**src/rtl/spi12_pkg.sv**
```systemverilog
package spi12_pkg;
  localparam int DATA_W = 8;
  localparam int CNT_W  = 4;

  // rising-edge numbers inside one frame
  localparam logic [CNT_W-1:0] EDGE_DIR       = 4'd2;
  localparam logic [CNT_W-1:0] EDGE_ADDR      = 4'd3;
  localparam logic [CNT_W-1:0] EDGE_LAST_DATA = 4'd11;
  localparam logic [CNT_W-1:0] FRAME_EDGES    = 4'd12;

  typedef enum logic { DIR_WRITE = 1'b0, DIR_READ = 1'b1 } dir_e;
  typedef enum logic { SEL_DATA = 1'b0, SEL_STAT = 1'b1 } sel_e;

  // bit of the outgoing byte driven after rising edge e (edge 3 -> bit 7)
  function automatic logic [2:0] rd_bit_index(input logic [CNT_W-1:0] e);
    return 3'(EDGE_LAST_DATA - 4'd1 - e);
  endfunction

  // status byte layout: bit0 tx has data, bit1 rx full
  function automatic logic [DATA_W-1:0] status_byte(input logic tx_avail,
                                                    input logic rx_full);
    return {{(DATA_W-2){1'b0}}, rx_full, tx_avail};
  endfunction
endpackage

```
**src/rtl/spi12_sync.sv**
```systemverilog
module spi12_sync #(
  parameter int W      = 3,
  parameter int STAGES = 2
) (
  input  logic         clk,
  input  logic         rst_n,
  input  logic [W-1:0] d,
  output logic [W-1:0] q
);
  logic [W-1:0] pipe [STAGES];

  always_ff @(posedge clk or negedge rst_n) begin
    if (!rst_n) begin
      for (int i = 0; i < STAGES; i++) pipe[i] <= '0;
    end else begin
      pipe[0] <= d;
      for (int i = 1; i < STAGES; i++) pipe[i] <= pipe[i-1];
    end
  end

  assign q = pipe[STAGES-1];
endmodule

```
**src/rtl/spi12_fifo.sv**
```systemverilog
module spi12_fifo #(
  parameter int DW    = 8,
  parameter int DEPTH = 4
) (
  input  logic          clk,
  input  logic          rst_n,
  input  logic          push,
  input  logic [DW-1:0] wdata,
  output logic          full,
  input  logic          pop,
  output logic [DW-1:0] rdata,
  output logic          empty
);
  localparam int AW = (DEPTH > 1) ? $clog2(DEPTH) : 1;
  localparam int LW = $clog2(DEPTH + 1);
  localparam logic [AW-1:0] LAST = AW'(DEPTH - 1);

  logic [DW-1:0] mem [DEPTH];
  logic [AW-1:0] wr_ptr, rd_ptr;
  logic [LW-1:0] level;
  logic          push_ok, pop_ok;

  function automatic logic [AW-1:0] bump(input logic [AW-1:0] p);
    return (p == LAST) ? '0 : p + 1'b1;
  endfunction

  assign full    = (level == LW'(DEPTH));
  assign empty   = (level == '0);
  assign push_ok = push && !full;
  assign pop_ok  = pop && !empty;
  assign rdata   = mem[rd_ptr];

  always_ff @(posedge clk) begin
    if (push_ok) mem[wr_ptr] <= wdata;
  end

  always_ff @(posedge clk or negedge rst_n) begin
    if (!rst_n) begin
      wr_ptr <= '0;
      rd_ptr <= '0;
      level  <= '0;
    end else begin
      if (push_ok) wr_ptr <= bump(wr_ptr);
      if (pop_ok)  rd_ptr <= bump(rd_ptr);
      case ({push_ok, pop_ok})
        2'b10:   level <= level + 1'b1;
        2'b01:   level <= level - 1'b1;
        default: level <= level;
      endcase
    end
  end
endmodule

```
**src/rtl/spi12_frame.sv**
```systemverilog
module spi12_frame
  import spi12_pkg::*;
(
  input  logic              clk,
  input  logic              rst_n,
  input  logic              sclk_s,
  input  logic              ss_s,
  input  logic              mosi_s,
  input  logic [DATA_W-1:0] tx_head,
  input  logic              tx_empty,
  input  logic              rx_full,
  output logic              miso,
  output logic              tx_pop,
  output logic              rx_push,
  output logic [DATA_W-1:0] rx_byte,
  output logic              frame_active,
  output logic [CNT_W-1:0]  bit_cnt,
  output logic              evt_start,
  output logic              evt_abort,
  output logic              evt_done
);
  logic              sclk_d;
  logic              active_q;
  logic [CNT_W-1:0]  cnt_q, cnt_nx;
  dir_e              dir_q;
  sel_e              sel_q;
  logic [DATA_W-1:0] out_q, in_q, last_q;
  logic              stat_q, accept_q, fresh_q, miso_q;
  logic              rise, step;
  logic [DATA_W-1:0] ld_byte;
  logic              ld_fresh, ld_stat, wr_ok;

  assign rise      = sclk_s && !sclk_d;
  assign evt_start = rise && !active_q && ss_s && mosi_s;
  assign evt_abort = active_q && !ss_s;
  assign step      = rise && active_q && ss_s;
  assign cnt_nx    = cnt_q + 4'd1;
  assign evt_done  = step && (cnt_q == EDGE_LAST_DATA);
  assign tx_pop    = evt_done && (dir_q == DIR_READ) && (sel_q == SEL_DATA) && fresh_q;
  assign rx_push   = evt_done && (dir_q == DIR_WRITE) && accept_q;
  assign wr_ok     = (sel_q == SEL_DATA) && !rx_full;

  assign rx_byte      = in_q;
  assign miso         = miso_q;
  assign frame_active = active_q;
  assign bit_cnt      = cnt_q;

  // byte chosen for a read, decided on the select edge
  always_comb begin
    ld_byte  = last_q;
    ld_fresh = 1'b0;
    ld_stat  = 1'b1;
    if (sel_e'(mosi_s) == SEL_STAT) begin
      ld_byte = status_byte(!tx_empty, rx_full);
      ld_stat = 1'b0;
    end else if (!tx_empty) begin
      ld_byte  = tx_head;
      ld_fresh = 1'b1;
      ld_stat  = 1'b0;
    end
  end

  always_ff @(posedge clk or negedge rst_n) begin
    if (!rst_n) begin
      sclk_d   <= 1'b0;
      active_q <= 1'b0;
      cnt_q    <= '0;
      dir_q    <= DIR_WRITE;
      sel_q    <= SEL_DATA;
      out_q    <= '0;
      in_q     <= '0;
      last_q   <= '0;
      stat_q   <= 1'b0;
      accept_q <= 1'b0;
      fresh_q  <= 1'b0;
      miso_q   <= 1'b0;
    end else begin
      sclk_d <= sclk_s;
      if (evt_abort) begin
        active_q <= 1'b0;
        cnt_q    <= '0;
        miso_q   <= 1'b0;
      end else if (evt_start) begin
        active_q <= 1'b1;
        cnt_q    <= 4'd1;
        miso_q   <= 1'b0;
        fresh_q  <= 1'b0;
        accept_q <= 1'b0;
      end else if (step) begin
        if (cnt_nx == FRAME_EDGES) begin
          active_q <= 1'b0;
          cnt_q    <= '0;
          miso_q   <= 1'b0;
          if (tx_pop) last_q <= out_q;
        end else begin
          cnt_q <= cnt_nx;
          if (cnt_nx == EDGE_DIR) begin
            dir_q <= dir_e'(mosi_s);
          end else if (cnt_nx == EDGE_ADDR) begin
            sel_q <= sel_e'(mosi_s);
            if (dir_q == DIR_READ) begin
              out_q   <= ld_byte;
              fresh_q <= ld_fresh;
              stat_q  <= ld_stat;
              miso_q  <= ld_byte[DATA_W-1];
            end else begin
              miso_q <= 1'b0;
            end
          end else begin
            if (dir_q == DIR_WRITE) in_q <= {in_q[DATA_W-2:0], mosi_s};
            if (cnt_nx == EDGE_LAST_DATA) begin
              if (dir_q == DIR_READ) begin
                miso_q <= stat_q;
              end else begin
                accept_q <= wr_ok;
                miso_q   <= !wr_ok;
              end
            end else if (dir_q == DIR_READ) begin
              miso_q <= out_q[rd_bit_index(cnt_nx)];
            end
          end
        end
      end
    end
  end
endmodule

```
**src/rtl/spi12_slave.sv**
```systemverilog
module spi12_slave
  import spi12_pkg::*;
#(
  parameter int DEPTH       = 4,
  parameter int SYNC_STAGES = 2
) (
  input  logic              clk,
  input  logic              rst_n,
  input  logic              sclk,
  input  logic              ss,
  input  logic              mosi,
  output logic              miso,
  input  logic              tx_push,
  input  logic [DATA_W-1:0] tx_wdata,
  output logic              tx_full,
  input  logic              rx_pop,
  output logic [DATA_W-1:0] rx_rdata,
  output logic              rx_empty
);
  // named internal events, observed by the bound checker
  logic              sclk_sync, ss_sync, mosi_sync;
  logic [DATA_W-1:0] tx_head_w, rx_byte_w;
  logic              tx_empty_w, rx_full_w;
  logic              tx_pop_w, rx_push_w;
  logic              frame_active;
  logic [CNT_W-1:0]  bit_cnt;
  logic              evt_start, evt_abort, evt_done;

  spi12_sync #(.W(3), .STAGES(SYNC_STAGES)) u_sync (
    .clk   (clk),
    .rst_n (rst_n),
    .d     ({sclk, ss, mosi}),
    .q     ({sclk_sync, ss_sync, mosi_sync})
  );

  spi12_fifo #(.DW(DATA_W), .DEPTH(DEPTH)) u_txq (
    .clk   (clk),
    .rst_n (rst_n),
    .push  (tx_push),
    .wdata (tx_wdata),
    .full  (tx_full),
    .pop   (tx_pop_w),
    .rdata (tx_head_w),
    .empty (tx_empty_w)
  );

  spi12_fifo #(.DW(DATA_W), .DEPTH(DEPTH)) u_rxq (
    .clk   (clk),
    .rst_n (rst_n),
    .push  (rx_push_w),
    .wdata (rx_byte_w),
    .full  (rx_full_w),
    .pop   (rx_pop),
    .rdata (rx_rdata),
    .empty (rx_empty)
  );

  spi12_frame u_frame (
    .clk          (clk),
    .rst_n        (rst_n),
    .sclk_s       (sclk_sync),
    .ss_s         (ss_sync),
    .mosi_s       (mosi_sync),
    .tx_head      (tx_head_w),
    .tx_empty     (tx_empty_w),
    .rx_full      (rx_full_w),
    .miso         (miso),
    .tx_pop       (tx_pop_w),
    .rx_push      (rx_push_w),
    .rx_byte      (rx_byte_w),
    .frame_active (frame_active),
    .bit_cnt      (bit_cnt),
    .evt_start    (evt_start),
    .evt_abort    (evt_abort),
    .evt_done     (evt_done)
  );
endmodule

```
**config.mk**
```make
export PLATFORM = sky130hd
export DESIGN_NAME = spi12_slave
export DESIGN_NICKNAME = d
export VERILOG_FILES = /design/src/rtl/spi12_pkg.sv /design/src/rtl/spi12_sync.sv /design/src/rtl/spi12_fifo.sv /design/src/rtl/spi12_frame.sv /design/src/rtl/spi12_slave.sv
export SDC_FILE = /design/constraint.sdc
export NUM_CORES = 1
export LEC_CHECK = 0
export BUFFER_PORTS_ARGS = -buffer_cell sky130_fd_sc_hd__buf_2
export CORE_UTILIZATION = 45
export DETAILED_ROUTE_END_ITERATION = 7
export GPL_TIMING_DRIVEN = 0
export MAX_ROUTING_LAYER = met4
export PLACE_DENSITY = 0.69
export SYNTH_ARGS = -nofsm -noshare
export SYNTH_HDL_FRONTEND = slang
export SYNTH_SLANG_ARGS = --single-unit
```
**constraint.sdc**
```tcl
create_clock -name clk -period 6.7 [get_ports clk]
set_input_delay 0 -clock clk [delete_from_list [all_inputs] [get_ports clk]]
set_output_delay 0 -clock clk [all_outputs]
set_load 0.005 [all_outputs]
```
Yosys cells after proc, flatten, opt, wreduce, memory -nomap -nowiden
Memory sizes are Yosys's and may differ from the RTL's. Cells that the tools add are included.

Mux-type cells: 49. Add/subtract/negate cells: 10. Bitwise gates (word level): 7. $lt $le $gt $ge: 1. Reduce and logical (&&, ||, !) cells: 46. Equal/unequal tests: 20.

Operator list (count): $mux W1 (36); $reduce_and A7 Y1 (3); $logic_and A1 B1 Y1 (18); $mux W4 (4); $mux W8 (2); $eq A2 B2 Y1 const B (6); $eq A4 B4 Y1 const B (3); $pmux W3 S2 (2); $reduce_and A6 Y1 (2); $reduce_bool A2 Y1 (6); $reduce_and A5 Y1 (2); $add A2 B1 Y2 const B (4); $eq A4 B2 Y1 const B (2); $logic_not A1 Y1 (8); $mux W2 (4); $ne A2 B2 Y1 const B (4); $not A1 Y1 (7); $add A3 B1 Y3 const B (2); $eq A3 B3 Y1 const B (2); $logic_not A3 Y1 (2); $reduce_bool A3 Y1 (2); $reduce_bool A6 Y1 (1); $sub A3 B1 Y3 const B (2); $add A4 B1 Y4 const B (1); 7 further kinds (8).

Flip-flop bits (word level): 56. Memories: 2. Output and inout bits: 11. Logic and storage cells: 155. Input port bits: 15. Memory bits (writable): 64.

Memories: u_rxq.mem (depth 4, width 8, rd ports 1, clocked after Yosys merged registers in 0, wr ports 1, RTL line spi12_fifo.sv:18) `logic [DW-1:0] mem [DEPTH];`; u_txq.mem (depth 4, width 8, rd ports 1, clocked after Yosys merged registers in 0, wr ports 1, RTL line spi12_fifo.sv:18).

Longest topological paths before layout
Depth in word-level cells: 12. Mapped depth: 12. Gate-level depth less buffers: 11.

By module
Synthesis repeated with hierarchy kept, for this count alone.

Cells, all modules: 336. Area total of the unflattened synthesis: 5356.4 sq um.

By module, submodules not included: spi12_fifo (sequential area each 1136.1 sq um, times used 2, cells an instance 82, area each 1636.6 sq um); spi12_frame (sequential area each 900.9 sq um, times used 1, cells an instance 163, area each 1910.6 sq um); spi12_sync (sequential area each 150.1 sq um, times used 1, cells an instance 9, area each 172.7 sq um).

Worst setup path after synthesis
Ideal clock, no wire load.

Path type: register -> register. Start point: register u_frame.cnt_q[1], in the netlist u_frame.bit_cnt[1]. End point: register u_txq.level[2]. Required time: 6.621 ns. Setup slack: 4.418 ns. Path buffers: 0. Stages on the path, launching flop included: 12. Period minus slack after synthesis: 2.282 ns. Setup time: 0.079 ns. Data arrival time: 2.202 ns. Path through: dfrtp_1 > ha_1 > nand2_1 > nor4_1 > nand4b_1 > nor2_1 > ha_1 > inv_1 > fa_1 > xor2_1 > nor2_1 > xor2_1.

Word-level cells in the longest chain between the ends: 8. Elaborated cells on any way between the ends: 10. Those cells by class: eq/ne (3); mux (1); reduce/logical (6).

Ends and longest elaborated chain: start, declared (RTL line spi12_frame.sv:24) `logic [CNT_W-1:0] cnt_q, cnt_nx;`; start signal, assigned (RTL line spi12_frame.sv:96) `cnt_q <= cnt_nx;`; $eq A4 B4 Y1 (*) (RTL line spi12_frame.sv:38) `assign evt_done = step && (cnt_q == EDGE_LAST_DATA);`; $logic_and A1 B1 Y1 (*) (RTL line spi12_frame.sv:38); $logic_and A1 B1 Y1 (*) (3 in a row) (RTL line spi12_frame.sv:39) `assign tx_pop = evt_done && (dir_q == DIR_READ) && (sel_q == SEL_DATA) && fresh_q;`; $logic_and A1 B1 Y1 (*) (RTL line spi12_fifo.sv:30) `assign pop_ok = pop && !empty;`; via u_txq.pop_ok (RTL line spi12_fifo.sv:21) `logic push_ok, pop_ok;`; $eq A2 B1 Y1 / $eq A2 B2 Y1 (equally long branches) (RTL line spi12_fifo.sv:45) `case ({push_ok, pop_ok})`; $pmux W3 S2 / $reduce_bool A2 Y1 (equally long branches); end signal, assigned (RTL line spi12_fifo.sv:46) `2'b10: level <= level + 1'b1;`; end signal, assigned (RTL line spi12_fifo.sv:47) `2'b01: level <= level - 1'b1;`; end signal, assigned (RTL line spi12_fifo.sv:48) `default: level <= level;`; end, declared (RTL line spi12_fifo.sv:20) `logic [LW-1:0] level;`.

Mark *: on every way through the listed nets, which the timed path passes. The rest lies on a longest branch. A chain may end at the register's enable or synchronous reset.

Final worst setup path
Same ends and word-level chain as after synthesis.

==> impl_metrics.ini <==
[timing]
max-slew-margin-rel_pct = 47.0
worstMarginPinSlew_ps = 795
period_share_pct = 42.6
finClkSkew_ps = 7.13
fmax_mhz = 350
fin_crit_ps = 2860
setup_tns_ps = 0
setup_violations = 0
setup_ws_ps = 3840
rsz0062_at_grt = false
finalHoldViolCount = 0
drv_slew = 0

[worst_setup_path]
crit_fanout = 5
r2r-start = u_frame.bit_cnt[1]
r2r-end = u_txq.level[2]
critPathArrivalTime_ps = 3180
critPathLaunchType = flop
path_class = reg -> reg
r2r_cells = 11
cp.required_ps = 7030
rrSetupSlack_ps = 3840
endpoint_kind = flop

[floorplan]
design.core.area_sq_mm = 0.0111
rows = 38
die_h_um = 110
fp.dieArea_sq_mm = 0.0120
start_util_pct = 47.0
ioPinCount = 26
die_x_um = 110

[grt]
grt_pass1_wl_mm = 14.9
antenna_found_initial = 0
grt_overflow = 0
grt.total_usage_pct = 17.5
first_global_vias = 3130
grt_max_degree = 57

[final_layout]
antenna_cells = 0
multi_input_area_sq_mm = 0.00175
nets = 432
design_area_sq_mm = 0.00623
areaGrowthSynthToFinish_pct = 19.5
drive_above_1_share_pct = 26.0
register_area_sq_mm = 0.00332
fillerInstances = 870
final_cells = 551

[synth]
ys_ff_latch = 120
synth_most_common_cell = edfxtp_1
synth_cells = 341
yosysTopAreaCell = edfxtp_1
synth_enable_flop_cells = 64
synthArstFlopShare_pct = 46.7
syn_area_sq_mm = 0.00521
yosysSeqAreaShare_pct = 63.8
synth.distinct_cells = 53
netlist.area_leader.share_pct = 36.9
synth_ff_type = edfxtp_1
syn-num-nets = 375
yosys_warnings = 0
synth_area_per_cell_sq_um = 15.3
synthTopCellsByArea = edfxtp_1 (37%), dfrtp_1 (27%), mux4_2 (7.8%)
yosys-top-cells-count = edfxtp_1 (64), dfrtp_1 (56), nand2_1 (23)

[clock_network]
cts_resized = 0
cts_tree = yes
root_buffer = clkbuf_16
cts.sinks = 120
htreeDepth = 4
clk_latency_ps = 400
cts_buffer_depth = 2
path_clk_slew_ps = 50
cts_buffers = 17

[place]
placed_cells_incl_taps = 506
dp_hpwl_mm = 5.65
gp_congestion = 0.893
placed_area_sq_mm = 0.00551
io_buffer_count = 25
dp_slack_ps = 3870

[pwr]
comb_power_share_pct = 15.3
p_sw_uw = 524
peakVddDrop_uv = 198
total_power_uw = 2120
powerDensity_mw_per_mm2 = 341
cellLeakagePower_uw = 0.00254
power_frac_clock_pct = 42.2
power_frac_seq_pct = 42.5
p_sw_share_pct = 24.7
internal_power_uw = 1600

[min_path]
hp-class = in -> reg
hold_depth = 3
min-delay-start = tx_push
worstHoldEndpoint = u_txq.wr_ptr[0]

[detailed_routing]
wire_per_inst_um = 16.2
num_vias = 2949
drc = 0
via_per_inst = 5.35
drt_pass1_iterations = 5
antenna_left = 0
wirelength_mm = 8.92
drtIter0Drc = 133

[run]
max_cap_violations = 0

[outcome]
status = completed
==> worst max-delay path, stage by stage, from the launching register on <==
cell and delay, ps:
dfrtp_1 430, ha_1 270, nand2_1 90, nor4_1 360
nand4b_1 230, nor2_1 310, ha_1 240, inv_1 60
fa_1 380, xor2_1 150, nor2_1 110, xor2_1 150
==> repair_timing <==
item	4_1_cts	5_1_grt
hold buffers	13	0
endpoints found under the hold margin	92	0
setup buffers	0	0
==> cell usage in the layout, fill, tap and decap left out, drive strengths merged, types with 2 or more instances in the layout <==
master | Yosys | layout
a21o | 2 | 2
a21oi | 3 | 3
and2 | 9 | 9
and3 | 2 | 2
buf | 7 | 32
bufinv | 0 | 3
clkbuf | 6 | 29
clkinv | 0 | 6
dfrtp | 56 | 56
dlygate4sd3 | 0 | 13
edfxtp | 64 | 64
fa | 2 | 2
ha | 17 | 17
inv | 18 | 18
mux2 | 23 | 23
mux2i | 7 | 7
mux4 | 18 | 18
nand2 | 23 | 23
nand2b | 5 | 5
nand3 | 4 | 4
nand3b | 2 | 2
nand4 | 4 | 4
nand4b | 3 | 3
nor2 | 14 | 14
nor2b | 3 | 3
nor3 | 3 | 3
o21ai | 11 | 11
o31ai | 10 | 10
or3 | 2 | 2
xnor2 | 4 | 4
xor2 | 4 | 4
==> stage by stage <==
| stage | hold WS (ps) | util [%] |
|---|---|---|
| floorplan | -296 | - |
| finish | 77.3 | 56.2 |
| global placement | 111 | 49.7 |
| global route | 97.3 | 56.2 |
| CTS | 73.1 | 56.2 |
| detailed placement | 109 | 49.7 |
==> routing by layer <==
layer | vias to the layer above | GRT usage [%] | routed length, um
li1 | 1388 | - | -
met2 | 71 | 28.8 | 4580
met5 | - | - | 0
met1 | 1473 | 20.2 | 3850
met4 | 0 | 7.62 | 143
met3 | 17 | 4.68 | 344
==> sequential cells by signal (all words and copies together) (netlist names), 3 cells and up <==
register,count
u_txq.level,3
u_sync.q,3
u_txq.mem,32
u_frame.out_q,8
u_frame.last_q,8
u_frame.bit_cnt,4
u_rxq.level,3
u_frame.rx_byte,8
u_sync.pipe,3
u_rxq.mem,32
==> cell families after synthesis <==
family / count (synthesis) / synth area share, %
AOI/OAI and AO/OA: 36 / 4.92
xor gates and xnor gates: 8 / 1.49
adders and majority gates: 19 / 4.85
buffers and inverters: 31 / 2.69
DFF: 120 / 63.8
muxes: 48 / 14.2
and+or+nand+nor: 79 / 8.09
==> power groups by stage <==
stage                     sequential (uW)  combinational, uW  clock (uW)
after floorplan                       903                241           0
after global placement                911                314           0
after detailed placement              915                324           0
after CTS                             902                333         904
after global routing                  910                365         937
final                                 902                325         894
==> final cells by class <==
cell class | count | area share [%]
timing repair buffer | 38 | 4.14
buffer | 13 | 1.17
clock inverter | 9 | 2.03
sequential | 120 | 53.4
tap | 140 | 2.81
multi-input combinational | 190 | 28.0
clock buffer | 23 | 7.35
inverter | 18 | 1.08
==> how the worst max path moves through the flow <==
| stage | to | depth (start not counted) | slack (ps) | startpoint |
|---|---|---|---|---|
| 5_1_grt | u_txq.level[2] | 11 | 3740 | u_frame.bit_cnt[1] |
| 3_5_place_dp | u_txq.level[2] | 11 | 3870 | u_frame.bit_cnt[1] |
| 3_3_place_gp | u_txq.level[2] | 11 | 3930 | u_frame.bit_cnt[1] |
| 2_1_floorplan | u_txq.level[2] | 11 | 4420 | u_frame.bit_cnt[1] |
| 6_report | u_txq.level[2] | 11 | 3840 | u_frame.bit_cnt[1] |
| 4_1_cts | u_txq.level[2] | 11 | 3850 | u_frame.bit_cnt[1] |
No activity file was read; power rests on OpenSTA's default activity.
